**src/rtl/spis_pkg.sv**
```systemverilog
package spis_pkg;
  localparam int unsigned BYTE_W    = 8;
  localparam int unsigned BIT_CNT_W = $clog2(BYTE_W);

  typedef logic [BYTE_W-1:0] byte_t;

  // one-cycle events in the system clock domain
  typedef struct packed {
    logic sel_fall;
    logic sel_rise;
    logic sample;
    logic shift;
  } spis_ev_t;
endpackage

```
**src/rtl/spis_sync.sv**
```systemverilog
module spis_sync #(
  parameter int unsigned    W       = 1,
  parameter int unsigned    STAGES  = 2,
  parameter logic [W-1:0]   RST_VAL = '0
) (
  input  logic         clk_i,
  input  logic         rst_ni,
  input  logic [W-1:0] d_i,
  output logic [W-1:0] q_o
);
  logic [W-1:0] stg [STAGES];

  for (genvar g = 0; g < STAGES; g++) begin : g_stage
    if (g == 0) begin : g_first
      always_ff @(posedge clk_i or negedge rst_ni)
        if (!rst_ni) stg[g] <= RST_VAL;
        else         stg[g] <= d_i;
    end else begin : g_next
      always_ff @(posedge clk_i or negedge rst_ni)
        if (!rst_ni) stg[g] <= RST_VAL;
        else         stg[g] <= stg[g-1];
    end
  end

  assign q_o = stg[STAGES-1];
endmodule

```
**src/rtl/spis_edge.sv**
```systemverilog
module spis_edge
  import spis_pkg::*;
(
  input  logic     clk_i,
  input  logic     rst_ni,
  input  logic     sck_i,
  input  logic     csn_i,
  input  logic     cpol_i,
  input  logic     cpha_i,
  output spis_ev_t ev_o
);
  logic sck_q, csn_q;
  logic sck_n, sck_nq, lead, trail, live;

  always_ff @(posedge clk_i or negedge rst_ni)
    if (!rst_ni) begin
      sck_q <= 1'b0;
      csn_q <= 1'b1;
    end else begin
      sck_q <= sck_i;
      csn_q <= csn_i;
    end

  // normalise so that the leading edge is always a rise
  assign sck_n  = sck_i ^ cpol_i;
  assign sck_nq = sck_q ^ cpol_i;
  assign lead   = sck_n & ~sck_nq;
  assign trail  = ~sck_n & sck_nq;
  assign live   = ~csn_i & ~csn_q;

  assign ev_o.sel_fall = csn_q & ~csn_i;
  assign ev_o.sel_rise = ~csn_q & csn_i;
  assign ev_o.sample   = live & (cpha_i ? trail : lead);
  assign ev_o.shift    = live & (cpha_i ? lead : trail);


  edge_excl_chk: assert property (@(posedge clk_i) disable iff (!rst_ni)
    $onehot0({ev_o.sel_fall, ev_o.sel_rise, ev_o.sample, ev_o.shift}));
endmodule

```
**src/rtl/spi_slave_xfer.sv**
```systemverilog
module spi_slave_xfer
  import spis_pkg::*;
#(
  parameter int unsigned CNT_W       = 8,
  parameter int unsigned SYNC_STAGES = 2
) (
  input  logic             clk_i,
  input  logic             rst_ni,
  input  logic             cpol_i,
  input  logic             cpha_i,
  input  logic             lsb_first_i,
  input  logic             granted_i,
  input  logic [CNT_W-1:0] tx_max_i,
  input  logic [CNT_W-1:0] rx_max_i,
  input  logic [7:0]       orc_i,
  input  logic [7:0]       def_i,
  input  logic             clr_overread_i,
  input  logic             clr_overflow_i,
  input  logic             sck_i,
  input  logic             csn_i,
  input  logic             mosi_i,
  output logic             miso_o,
  output logic [CNT_W-1:0] tx_rd_addr_o,
  input  logic [7:0]       tx_rd_data_i,
  output logic             rx_wr_en_o,
  output logic [CNT_W-1:0] rx_wr_addr_o,
  output logic [7:0]       rx_wr_data_o,
  output logic [CNT_W-1:0] tx_amount_o,
  output logic [CNT_W-1:0] rx_amount_o,
  output logic             end_o,
  output logic             overread_o,
  output logic             overflow_o
);
  localparam logic [BIT_CNT_W-1:0] LAST_BIT = BIT_CNT_W'(BYTE_W - 1);

  logic     sck_s, csn_s, mosi_s;
  spis_ev_t ev;

  spis_sync #(.W(3), .STAGES(SYNC_STAGES), .RST_VAL(3'b010)) i_sync (
    .clk_i (clk_i),
    .rst_ni(rst_ni),
    .d_i   ({sck_i, csn_i, mosi_i}),
    .q_o   ({sck_s, csn_s, mosi_s})
  );

  spis_edge i_edge (
    .clk_i (clk_i),
    .rst_ni(rst_ni),
    .sck_i (sck_s),
    .csn_i (csn_s),
    .cpol_i(cpol_i),
    .cpha_i(cpha_i),
    .ev_o  (ev)
  );

  logic                 in_xfer, grant_q, pend, cur_fill;
  logic [CNT_W-1:0]     tx_max_q, rx_max_q, tx_idx, tx_amt, rx_amt;
  logic [BIT_CNT_W-1:0] bit_cnt;
  byte_t                tx_sh, rx_sh;

  logic             grant_now, fill_now, byte_end, rx_room, set_rd, set_fl;
  logic [CNT_W-1:0] max_now, tx_idx_inc;
  byte_t            load_byte, rx_next;

  assign grant_now  = ev.sel_fall ? granted_i : grant_q;
  assign max_now    = ev.sel_fall ? tx_max_i : tx_max_q;
  assign fill_now   = tx_idx >= max_now;
  assign load_byte  = !grant_now ? def_i : (fill_now ? orc_i : tx_rd_data_i);
  assign rx_next    = lsb_first_i ? {mosi_s, rx_sh[BYTE_W-1:1]} : {rx_sh[BYTE_W-2:0], mosi_s};
  assign byte_end   = in_xfer && ev.sample && bit_cnt == LAST_BIT;
  assign rx_room    = rx_amt < rx_max_q;
  assign tx_idx_inc = (&tx_idx) ? tx_idx : tx_idx + 1'b1;
  assign set_rd     = byte_end && grant_q && cur_fill;
  assign set_fl     = byte_end && grant_q && !rx_room;

  always_ff @(posedge clk_i or negedge rst_ni)
    if (!rst_ni) begin
      in_xfer    <= 1'b0;
      grant_q    <= 1'b0;
      tx_max_q   <= '0;
      rx_max_q   <= '0;
      bit_cnt    <= '0;
      pend       <= 1'b0;
      tx_sh      <= '0;
      cur_fill   <= 1'b0;
      rx_sh      <= '0;
      tx_idx     <= '0;
      tx_amt     <= '0;
      rx_amt     <= '0;
      rx_wr_en_o <= 1'b0;
      rx_wr_addr_o <= '0;
      rx_wr_data_o <= '0;
      end_o      <= 1'b0;
    end else begin
      rx_wr_en_o <= 1'b0;
      end_o      <= 1'b0;
      if (ev.sel_fall) begin
        in_xfer  <= 1'b1;
        grant_q  <= granted_i;
        tx_max_q <= tx_max_i;
        rx_max_q <= rx_max_i;
        bit_cnt  <= '0;
        pend     <= 1'b0;
        tx_sh    <= load_byte;
        cur_fill <= fill_now;
        tx_idx   <= tx_idx_inc;
        tx_amt   <= '0;
        rx_amt   <= '0;
      end else if (in_xfer) begin
        if (ev.sel_rise) begin
          in_xfer <= 1'b0;
          tx_idx  <= '0;
          end_o   <= grant_q;
        end else if (ev.sample) begin
          rx_sh   <= rx_next;
          bit_cnt <= bit_cnt + 1'b1;
          if (byte_end) begin
            pend <= 1'b1;
            if (grant_q) begin
              if (!cur_fill) tx_amt <= tx_amt + 1'b1;
              if (rx_room) begin
                rx_wr_en_o   <= 1'b1;
                rx_wr_addr_o <= rx_amt;
                rx_wr_data_o <= rx_next;
                rx_amt       <= rx_amt + 1'b1;
              end
            end
          end
        end else if (ev.shift) begin
          if (pend) begin
            tx_sh    <= load_byte;
            cur_fill <= fill_now;
            tx_idx   <= tx_idx_inc;
            pend     <= 1'b0;
          end else if (bit_cnt != '0) begin
            tx_sh <= lsb_first_i ? {1'b0, tx_sh[BYTE_W-1:1]} : {tx_sh[BYTE_W-2:0], 1'b0};
          end
        end
      end
    end

  always_ff @(posedge clk_i or negedge rst_ni)
    if (!rst_ni) begin
      overread_o <= 1'b0;
      overflow_o <= 1'b0;
    end else begin
      overread_o <= set_rd | (overread_o & ~clr_overread_i);
      overflow_o <= set_fl | (overflow_o & ~clr_overflow_i);
    end

  assign miso_o       = lsb_first_i ? tx_sh[0] : tx_sh[BYTE_W-1];
  assign tx_rd_addr_o = tx_idx;
  assign tx_amount_o  = tx_amt;
  assign rx_amount_o  = rx_amt;


  rx_room_chk: assert property (@(posedge clk_i) disable iff (!rst_ni)
    rx_wr_en_o |-> rx_wr_addr_o < rx_max_q);

  no_ungranted_wr_chk: assert property (@(posedge clk_i) disable iff (!rst_ni)
    rx_wr_en_o |-> grant_q);

  amt_bound_chk: assert property (@(posedge clk_i) disable iff (!rst_ni)
    tx_amount_o <= tx_max_q && rx_amount_o <= rx_max_q);

  end_pulse_chk: assert property (@(posedge clk_i) disable iff (!rst_ni)
    end_o |=> !end_o);

  overread_sticky_chk: assert property (@(posedge clk_i) disable iff (!rst_ni)
    overread_o && !clr_overread_i |=> overread_o);

  overflow_sticky_chk: assert property (@(posedge clk_i) disable iff (!rst_ni)
    overflow_o && !clr_overflow_i |=> overflow_o);
endmodule

```
**config.mk**
```make
export PLATFORM = sky130hd
export DESIGN_NAME = spi_slave_xfer
export DESIGN_NICKNAME = d
export VERILOG_FILES = /design/src/rtl/spis_pkg.sv /design/src/rtl/spis_sync.sv /design/src/rtl/spis_edge.sv /design/src/rtl/spi_slave_xfer.sv
export SDC_FILE = /design/constraint.sdc
export NUM_CORES = 1
export LEC_CHECK = 0
export BUFFER_PORTS_ARGS = -buffer_cell sky130_fd_sc_hd__buf_2
export CAP_MARGIN = 20
export CORE_ASPECT_RATIO = 1.5
export CORE_UTILIZATION = 60
export DETAILED_ROUTE_END_ITERATION = 10
export PLACE_DENSITY = 0.86
export SLEW_MARGIN = 0
export SYNTH_ARGS = -nofsm -noshare
export SYNTH_HDL_FRONTEND = slang
export SYNTH_SLANG_ARGS = --single-unit
```
**constraint.sdc**
```tcl
create_clock -name clk_i -period 7 [get_ports clk_i]
set_input_delay 0.7 -clock clk_i [delete_from_list [all_inputs] [get_ports clk_i]]
set_output_delay 0.7 -clock clk_i [all_outputs]
set_load 0.01 [all_outputs]
```
======== After elaboration in Yosys (flattened, before gate mapping) ========
Cells that the tools add are included.
storage, ports and cells
  output and inout port bits .............. 45
  logic and storage cells ................. 149
  register bits after elaboration ......... 91
  input bits .............................. 51
operators by class
  equal/unequal tests ..................... 6
  $lt $le $gt $ge ......................... 2
  mux-type cells .......................... 66
  add/subtract/negate cells ............... 4
  reductions and logical operators ........ 28
  bitwise gates (word level) .............. 21
operator list
  kind                 number
  $mux 8               33
  $mux 1               29
  $add 8x1->8 const B  3
  $reduce_bool 3->1    5
  $reduce_bool 2->1    7
  $mux 3               4
  $reduce_and 4->1     3
  $reduce_and 6->1     2
  $reduce_and 5->1     2
  $and 1x1->1          9
  $ge 8x8->1           1
  $lt 8x8->1           1
  $not 1->1            8
  $reduce_and 8->1     1
  $reduce_and 7->1     1
  $ne 3x1->1 const B   2
  $logic_and 1x1->1    5
  $ne 2x1->1 const B   2
  $add 3x1->3 const B  1
  $eq 3x3->1 const B   1
  $reduce_and 3->1     1
  $ne 2x2->1 const B   1
  $or 1x1->1           2
  $xor 1x1->1          2
  $logic_not 1->1      1

======== Longest topological paths before layout ========
Gate-level depths: netlist of run 1.
  depth in word-level cells ............... 12
  depth in mapped cells ................... 12

======== By module ========
From an unflattened synthesis of run 1, not the netlist that was laid out.
second synthesis, totals
  cells, all modules ...................... 434
  area total of the unflattened synthesis .. 4571.9 um2
modules (own cells, without submodules)
  module          instances  area an instance (um2)  cells each  seq. area each (um2)
  spi_slave_xfer  1          4282.9                  416         2077.0
  spis_sync       1          175.2                   9           152.6
  spis_edge       1          113.9                   9           51.3

======== Worst setup path before layout of run 1 ========
Ideal clock, no wire load.
  kind .................................... register to register
  start ................................... reg i_edge.csn_q
  end ..................................... reg tx_sh[0]
  arrival ................................. 3.011 ns
  buffers on the path ..................... 2
  clock period less this slack ............ 3.140 ns
  setup slack ............................. 3.860 ns
  library setup time ...................... 0.129 ns
  stages on the path, launching flop included .. 11
  cell sequence ........................... dfstp_2 ha_1 clkbuf_1 clkbuf_1 mux2_2 ha_1 nor3b_1 o21ai_0 a211o_1 o221ai_1 o31ai_1
RTL lines
  item                    RTL line               text
  from (decl)             spis_edge.sv:12        logic sck_q, csn_q;
  from (signal assigned)  spis_edge.sv:21        csn_q <= csn_i;
  to (signal assigned)    spi_slave_xfer.sv:104  tx_sh <= load_byte;
  to (signal assigned)    spi_slave_xfer.sv:131  tx_sh <= load_byte;
  to (signal assigned)    spi_slave_xfer.sv:136  tx_sh <= lsb_first_i ? {1'b0, tx_sh[BYTE_W-1:1]} : {tx_sh[BYTE_W-2:0], 1'b0};
  to (decl)               spi_slave_xfer.sv:59   byte_t tx_sh, rx_sh;

==> results of run 1 <==
[metal layers]
layer	global-route usage (%)	vias to the layer above
met5	0	-
met4	17.5	0
met3	3.50	31
met2	48.2	156
met1	33.4	1985
li1	-	1916
[final timing paths]
kind | end | from | slack [ns] | cells past startpoint
max | tx_rd_addr_o[2] | i_edge.csn_q | 3.33 | 6
min | tx_max_q[6] | rst_ni | 0.12 | 1
max reg2reg | tx_rd_addr_o[2] | i_edge.csn_q | 3.33 | 6
min reg2reg | i_sync.q_o[2] | i_sync.stg[5] | 0.35 | 0
max in group asynchronous | i_sync.stg[4] | rst_ni | 5.95 | 3
min in group clk_i | i_sync.q_o[2] | i_sync.stg[5] | 0.35 | 0
[synthesized netlist by cell type (9+ instances only)]
| cell | instances |
|---|---|
| a21oi_1 | 22 |
| dfrtp_1 | 88 |
| nand3_1 | 15 |
| o221ai_1 | 9 |
| nor2_1 | 21 |
| or3_1 | 12 |
| clkbuf_1 | 15 |
| ha_1 | 24 |
| o21ai_0 | 20 |
| mux2i_1 | 30 |
| nor3_1 | 12 |
| o31ai_1 | 12 |
| mux2_2 | 14 |
| inv_1 | 37 |
| nand2_1 | 37 |
[registers in the layout (all words and copies together) (netlist names)]
| signal | count |
|---|---|
| rx_max_q | 8 |
| rx_sh | 8 |
| i_sync.q_o | 3 |
| grant_q | 1 |
| rx_wr_en_o | 1 |
| i_sync.stg | 3 |
| i_edge.csn_q | 1 |
| rx_wr_addr_o | 8 |
| end_o | 1 |
| in_xfer | 1 |
| rx_wr_data_o | 8 |
| overread_o | 1 |
| cur_fill | 1 |
| bit_cnt | 3 |
| overflow_o | 1 |
| i_edge.sck_q | 1 |
| tx_max_q | 8 |
| tx_sh | 8 |
| tx_rd_addr_o | 8 |
| rx_amount_o | 8 |
| pend | 1 |
| tx_amount_o | 8 |
[metrics by stage]
step,hold slack [ns],instance area [sq um],setup slack (ns),instances,util (%)
5_1_grt,0.110,5740,3.07,671,74.5
6_report,0.116,5740,3.33,671,74.5
3_3_place_gp,0.331,5390,3.61,652,69.9
3_5_place_dp,0.340,5390,3.45,652,69.9
4_1_cts,0.106,5690,3.39,668,73.9
2_1_floorplan,0.331,4860,3.86,474,-
[power by group through the flow]
| stage | registers [mW] | logic (mW) | clock network (mW) |
|---|---|---|---|
| after floorplan | 0.658 | 0.201 | 0 |
| after global placement | 0.667 | 0.282 | 0 |
| after CTS | 0.663 | 0.302 | 0.499 |
| after global routing | 0.675 | 0.340 | 0.516 |
| after detailed placement | 0.671 | 0.296 | 0 |
| final | 0.665 | 0.305 | 0.494 |
[kinds of logic (layout without fill, tap and decap cells)]
| family | after synthesis | in the layout | synth area share, % |
|---|---|---|---|
| compound gates | 105 | 105 | 15.3 |
| xor+xnor | 6 | 6 | 1.24 |
| fa+ha+maj | 24 | 24 | 6.18 |
| buf+inv | 60 | 155 | 4.87 |
| flops | 91 | 91 | 47.0 |
| mux | 48 | 48 | 10.4 |
| simple gates | 140 | 140 | 15.1 |
[area by class of cell]
type | instances | area [sq um]
clock buffers | 10 | 239
clock inverters | 6 | 65.1
fillers | 599 | 1970
inverters | 39 | 146
multi-input cells | 323 | 2340
flip-flops and latches | 91 | 2280
well taps | 102 | 128
repair buffers | 100 | 539
[critical path: cells and delay by family, from the launching register on]
family / cells / cell delay [ns]
flops: 1 / 0.54
simple gates: 2 / 0.93
compound gates: 2 / 0.48
buf+inv: 1 / 0.74
fa+ha+maj: 1 / 0.87
==> metrics, run 1 <==
run status complete, no violations; post-DR wirelength/cell 16.6 microns; slew at the pin closest to its max-slew limit 1.05 ns; clock-pin slew on the worst setup and hold paths 0.06 ns; largest net degree at the start of global routing 91; crit path time final 3.67 ns; Clk pwr share 33.7%; htree depth 3; DPL Wire Length 7720 microns; commonest non-fill, non-tap cell in the layout buf_2; CTS tree done; share of post-route cells with drive strength above 1 24.8%; most frequent cells in the layout buf_2 (94), dfrtp_1 (88), inv_1 (37), nand2_1 (37), mux2i_1 (30); worst vdd ir 0.183 mV; Final Net Count 639; via count 4088; Synth area leaders dfrtp_1 (45%), ha_1 (6.2%), mux2i_1 (6.2%); EDFF count, synth 0; port bufs 95; post-synth top area share 45.3%; Post-CTS Setup Inserts 0; Switching Fraction 30.6%; fraction of registers with async set/reset 100%; Setup Total Neg Slack 0 ns; GR Overflow Total 0; Synth area leader dfrtp_1; Final Hold Viols 0; Residual DRC 0; DRT met1 WL 4250 microns; Clock Path Buffers 2; ANT nets after route 0; initial antenna violation count 0; cell leakage power 2.76 nW; Gate power share 20.8%; Final Slew Violations 0; count of clock tree sinks 91; kind of critical path flop to flop; Top FF cell, synth dfrtp_1; Psw 0.448 mW; Req. time, crit path 7.27 ns; routed wire length on met3 472 microns; Hold WC Path Type input port to asynchronous set/reset pin; Synth Instances 474; Fmax achieved 0.273 GHz; distinct cell type count after synthesis 55; Die W 75.5 microns; first-pass GRT wire length 18200 microns; register bit total from synthesis 91; Syn Nets 549; Root Buffer clkbuf_16; CP peak stage delay 0.87 ns; Global Route Usage Sum 28.5%; P&R area growth vs syn 18.2%; Synth warnings 0; RSZ-0062 raised after global routing false; area of the mapped netlist 4860 sq um; slew margin rel. 30.3%; Max Cap Viol 0; fin crit share 52.4%; CTS-repair resized insts 0; Post-Syn Area per Cell 10.2 sq um; IO Count 96; crit end category flop; post-synthesis sequential area ratio 47.0%; Initial DRT Pass Iterations 5; Flop pwr share 45.4%; Placeable Area 7710 sq um; worst endpoint data arrival time 3.94 ns; clk_skew 0.00483 ns; CTS Buf Count 9; final setup fails 0; vias in the first global route 3934; pwr dens 255 nW/um^2; GP Congestion 0.919; Internal 1.02 mW; critical path cell sequence ha_2 > clkinv_1 > nand2_1 > o221ai_1 > or4_1 > a21oi_1; Antenna diodes 0; Startpoint Class flop; chip height 112 microns; Via density 6.09; Rows 39; top layer used by detailed routing met4; slowest CP cell ha_2; CP Max Fanout 49; Initial Util 63.0%; die area 8470 sq um; Tot Pwr 1.46 mW; WL met2 5990 microns; initial drt markers 393; routed wire length 11100 microns; worst-skew pair later-pin latency 0.35 ns; Hold Buf Count CTS 0
Note: power is estimated with default switching activity, not from simulation.
==> run 2, diff against run 1 <==
--- a/config.mk
+++ b/config.mk
@@ -8,9 +8,9 @@
 export BUFFER_PORTS_ARGS = -buffer_cell sky130_fd_sc_hd__buf_2
 export CAP_MARGIN = 20
 export CORE_ASPECT_RATIO = 1.5
-export CORE_UTILIZATION = 60
+export CORE_UTILIZATION = 55
 export DETAILED_ROUTE_END_ITERATION = 10
-export PLACE_DENSITY = 0.86
+export PLACE_DENSITY = 0.8
 export SLEW_MARGIN = 0
 export SYNTH_ARGS = -nofsm -noshare
 export SYNTH_HDL_FRONTEND = slang
==> constraint.sdc (replaced) <==
create_clock -name clk_i -period 3.4 [get_ports clk_i]
set_input_delay 0.34 -clock clk_i [delete_from_list [all_inputs] [get_ports clk_i]]
set_output_delay 0.34 -clock clk_i [all_outputs]
set_load 0.01 [all_outputs]
==> run 2 against run 1 <==
Net effect: hold slack lost 0.015 ns; via count shrank 0.88%; total power grew 110%; routed wire length grew 1.4%; clock skew is essentially flat; non-clock buffer count grew 9; design area grew 1.3%; critical endpoint is now tx_sh[7]; highest routed layer unchanged.
==> metrics, run 2 (synthesized netlist as in run 1, its figures left out) <==
run status complete, no violations (unchanged); design area 5820 sq um (was 5740 sq um); final setup fails 0 (unchanged); Tot Pwr 3.08 mW (was 1.46 mW); initial drt markers 196 (was 393); hold depth 1; Hold Startpoint csn_i; # fillers 677 (was 599); fin crit share 83.6% (was 52.4%); via count 4052 (was 4088); slew at the pin closest to its max-slew limit 0.610 ns (was 1.05 ns); R2R Path End tx_sh[7] (was tx_rd_addr_o[2]); CTS Buf Count 9 (unchanged); worst endpoint data arrival time 3.06 ns (was 3.94 ns); Rows 41 (was 39); RSZ-0062 raised after global routing false (unchanged); worst-skew pair later-pin latency 0.34 ns (was 0.35 ns); Final Hold Viols 0 (unchanged); port bufs 95 (unchanged); pwr dens 529 nW/um^2 (was 255 nW/um^2); CP Max Fanout 12 (was 49); Startpoint Class flop (unchanged); Gate power share 20.5% (was 20.8%); initial antenna violation count 0 (unchanged); DPL Wire Length 8220 microns (was 7720 microns); htree depth 3 (unchanged); Flop pwr share 44.5% (was 45.4%); Clk pwr share 35.0% (was 33.7%); chip height 117 microns (was 112 microns); largest net degree at the start of global routing 43 (was 91); P&R area growth vs syn 19.8% (was 18.2%); cell leakage power 2.81 nW (was 2.76 nW); GR Overflow Total 0 (unchanged); Via density 5.92 (was 6.09); crit path time final 2.84 ns (was 3.67 ns); CTS tree done (unchanged); flop2flop setup slack 0.56 ns (was 3.33 ns); die area 9220 sq um (was 8470 sq um); count of clock tree sinks 91 (unchanged); Req. time, crit path 3.62 ns (was 7.27 ns); Setup Total Neg Slack 0 ns (unchanged); post-DR wirelength/cell 16.5 microns (was 16.6 microns); most frequent cells in the layout buf_2 (94), dfrtp_1 (88), inv_1 (37), nand2_1 (37), mux2i_1 (30) (unchanged); Placed Area 5480 sq um (was 5390 sq um); reg2reg path depth 8 (was 6); ANT nets after route 0 (unchanged); share of post-route cells with drive strength above 1 25.8% (was 24.8%); Global Route Usage Sum 26.2% (was 28.5%); Switching Fraction 28.9% (was 30.6%); routed wire length 11300 microns (was 11100 microns); GP Congestion 0.830 (was 0.919); Internal 2.19 mW (was 1.02 mW); Post-CTS Setup Inserts 0 (unchanged); Residual DRC 0 (unchanged); area taken by multi-input logic gates 2340 sq um (unchanged); Initial Util 57.4% (was 63.0%); Die W 78.7 microns (was 75.5 microns); first-pass GRT wire length 18600 microns (was 18200 microns); register area 2280 sq um (unchanged); Max Cap Viol 0 (unchanged); commonest non-fill, non-tap cell in the layout buf_2 (unchanged); kind of critical path flop to flop (unchanged); Psw 0.890 mW (was 0.448 mW); slew margin rel. 59.3% (was 30.3%); Root Buffer clkbuf_16 (unchanged); clock-pin slew on the worst setup and hold paths 0.06 ns (about the same); worst vdd ir 0.320 mV (was 0.183 mV); vias in the first global route 3945 (was 3934); worst reg2reg startpoint i_edge.csn_q (unchanged); Layout Utilization 68.7% (was 74.5%); clk_skew 0.00515 ns (was 0.00483 ns); crit end category flop (unchanged); Hold Path Sink i_sync.stg[4]; Placeable Area 8460 sq um (was 7710 sq um); Clock Path Buffers 2 (unchanged); Antenna diodes 0 (unchanged); Hold WC Path Type input port to flop (was input port to asynchronous set/reset pin); Final Slew Violations 0 (unchanged); Fmax achieved 0.352 GHz (was 0.273 GHz); IO Count 96 (unchanged); hold slack 0.101 ns (was 0.116 ns); Initial DRT Pass Iterations 5 (unchanged); Final Net Count 648 (was 639)
==> run 2: worst max-delay path by stage <==
| stage | start | endpoint | slack [ns] | cells past startpoint |
|---|---|---|---|---|
| floorplan | i_edge.csn_q | tx_sh[0] | 0.26 | 10 |
| global placement | i_edge.csn_q | tx_sh[4] | 0.68 | 8 |
| detailed placement | i_edge.csn_q | tx_sh[1] | 0.62 | 8 |
| CTS | i_edge.csn_q | tx_sh[1] | 0.60 | 8 |
| global route | i_edge.csn_q | tx_sh[1] | 0.30 | 9 |
| finish | i_edge.csn_q | tx_sh[7] | 0.56 | 8 |
==> run 2: final cells by class <==
class	instances	area share [%]
multi-input combinational	323	40.3
sequential	91	39.2
timing repair buffer	109	10.1
clock buffer	11	4.35
inverter	39	2.52
tap	107	2.30
clock inverter	5	1.29
==> run 2: metal layers <==
layer / GRT usage [%] / routed length [microns] / vias up
met5: 0 / 0 / -
met2: 46.1 / 5930 / 112
met4: 12.7 / 369 / 0
met3: 5.43 / 457 / 32
met1: 30.4 / 4530 / 1968
li1: - / - / 1940
==> run 2: what timing repair did <==
action                    4_1_cts  5_1_grt
hold buffers                    1        0
hold endpoints to repair        8        0
gates resized for setup         0        0
==> run 2: stage by stage <==
step | cells | setup slack, ns
2_1_floorplan | 474 | 0.260
3_3_place_gp | 668 | 0.678
3_5_place_dp | 668 | 0.621
4_1_cts | 685 | 0.603
5_1_grt | 685 | 0.300
6_report | 685 | 0.557
==> run 2: worst max-delay path, stage by stage (launching register included) <==
cell	delay [ns]
dfstp_2	0.53
ha_2	0.36
mux2_2	0.40
ha_1	0.27
nor3b_1	0.19
o21ai_0	0.17
a211o_1	0.44
o221ai_1	0.24
o31ai_1	0.10
==> run 2: power by group through the flow <==
stage               logic, mW  registers (mW)  clock network (mW)
CTS                     0.632            1.37                1.10
global route            0.716            1.39                1.15
global placement        0.593            1.38                   0
detailed placement      0.624            1.38                   0
floorplan               0.414            1.35                   0
finish                  0.630            1.37                1.08
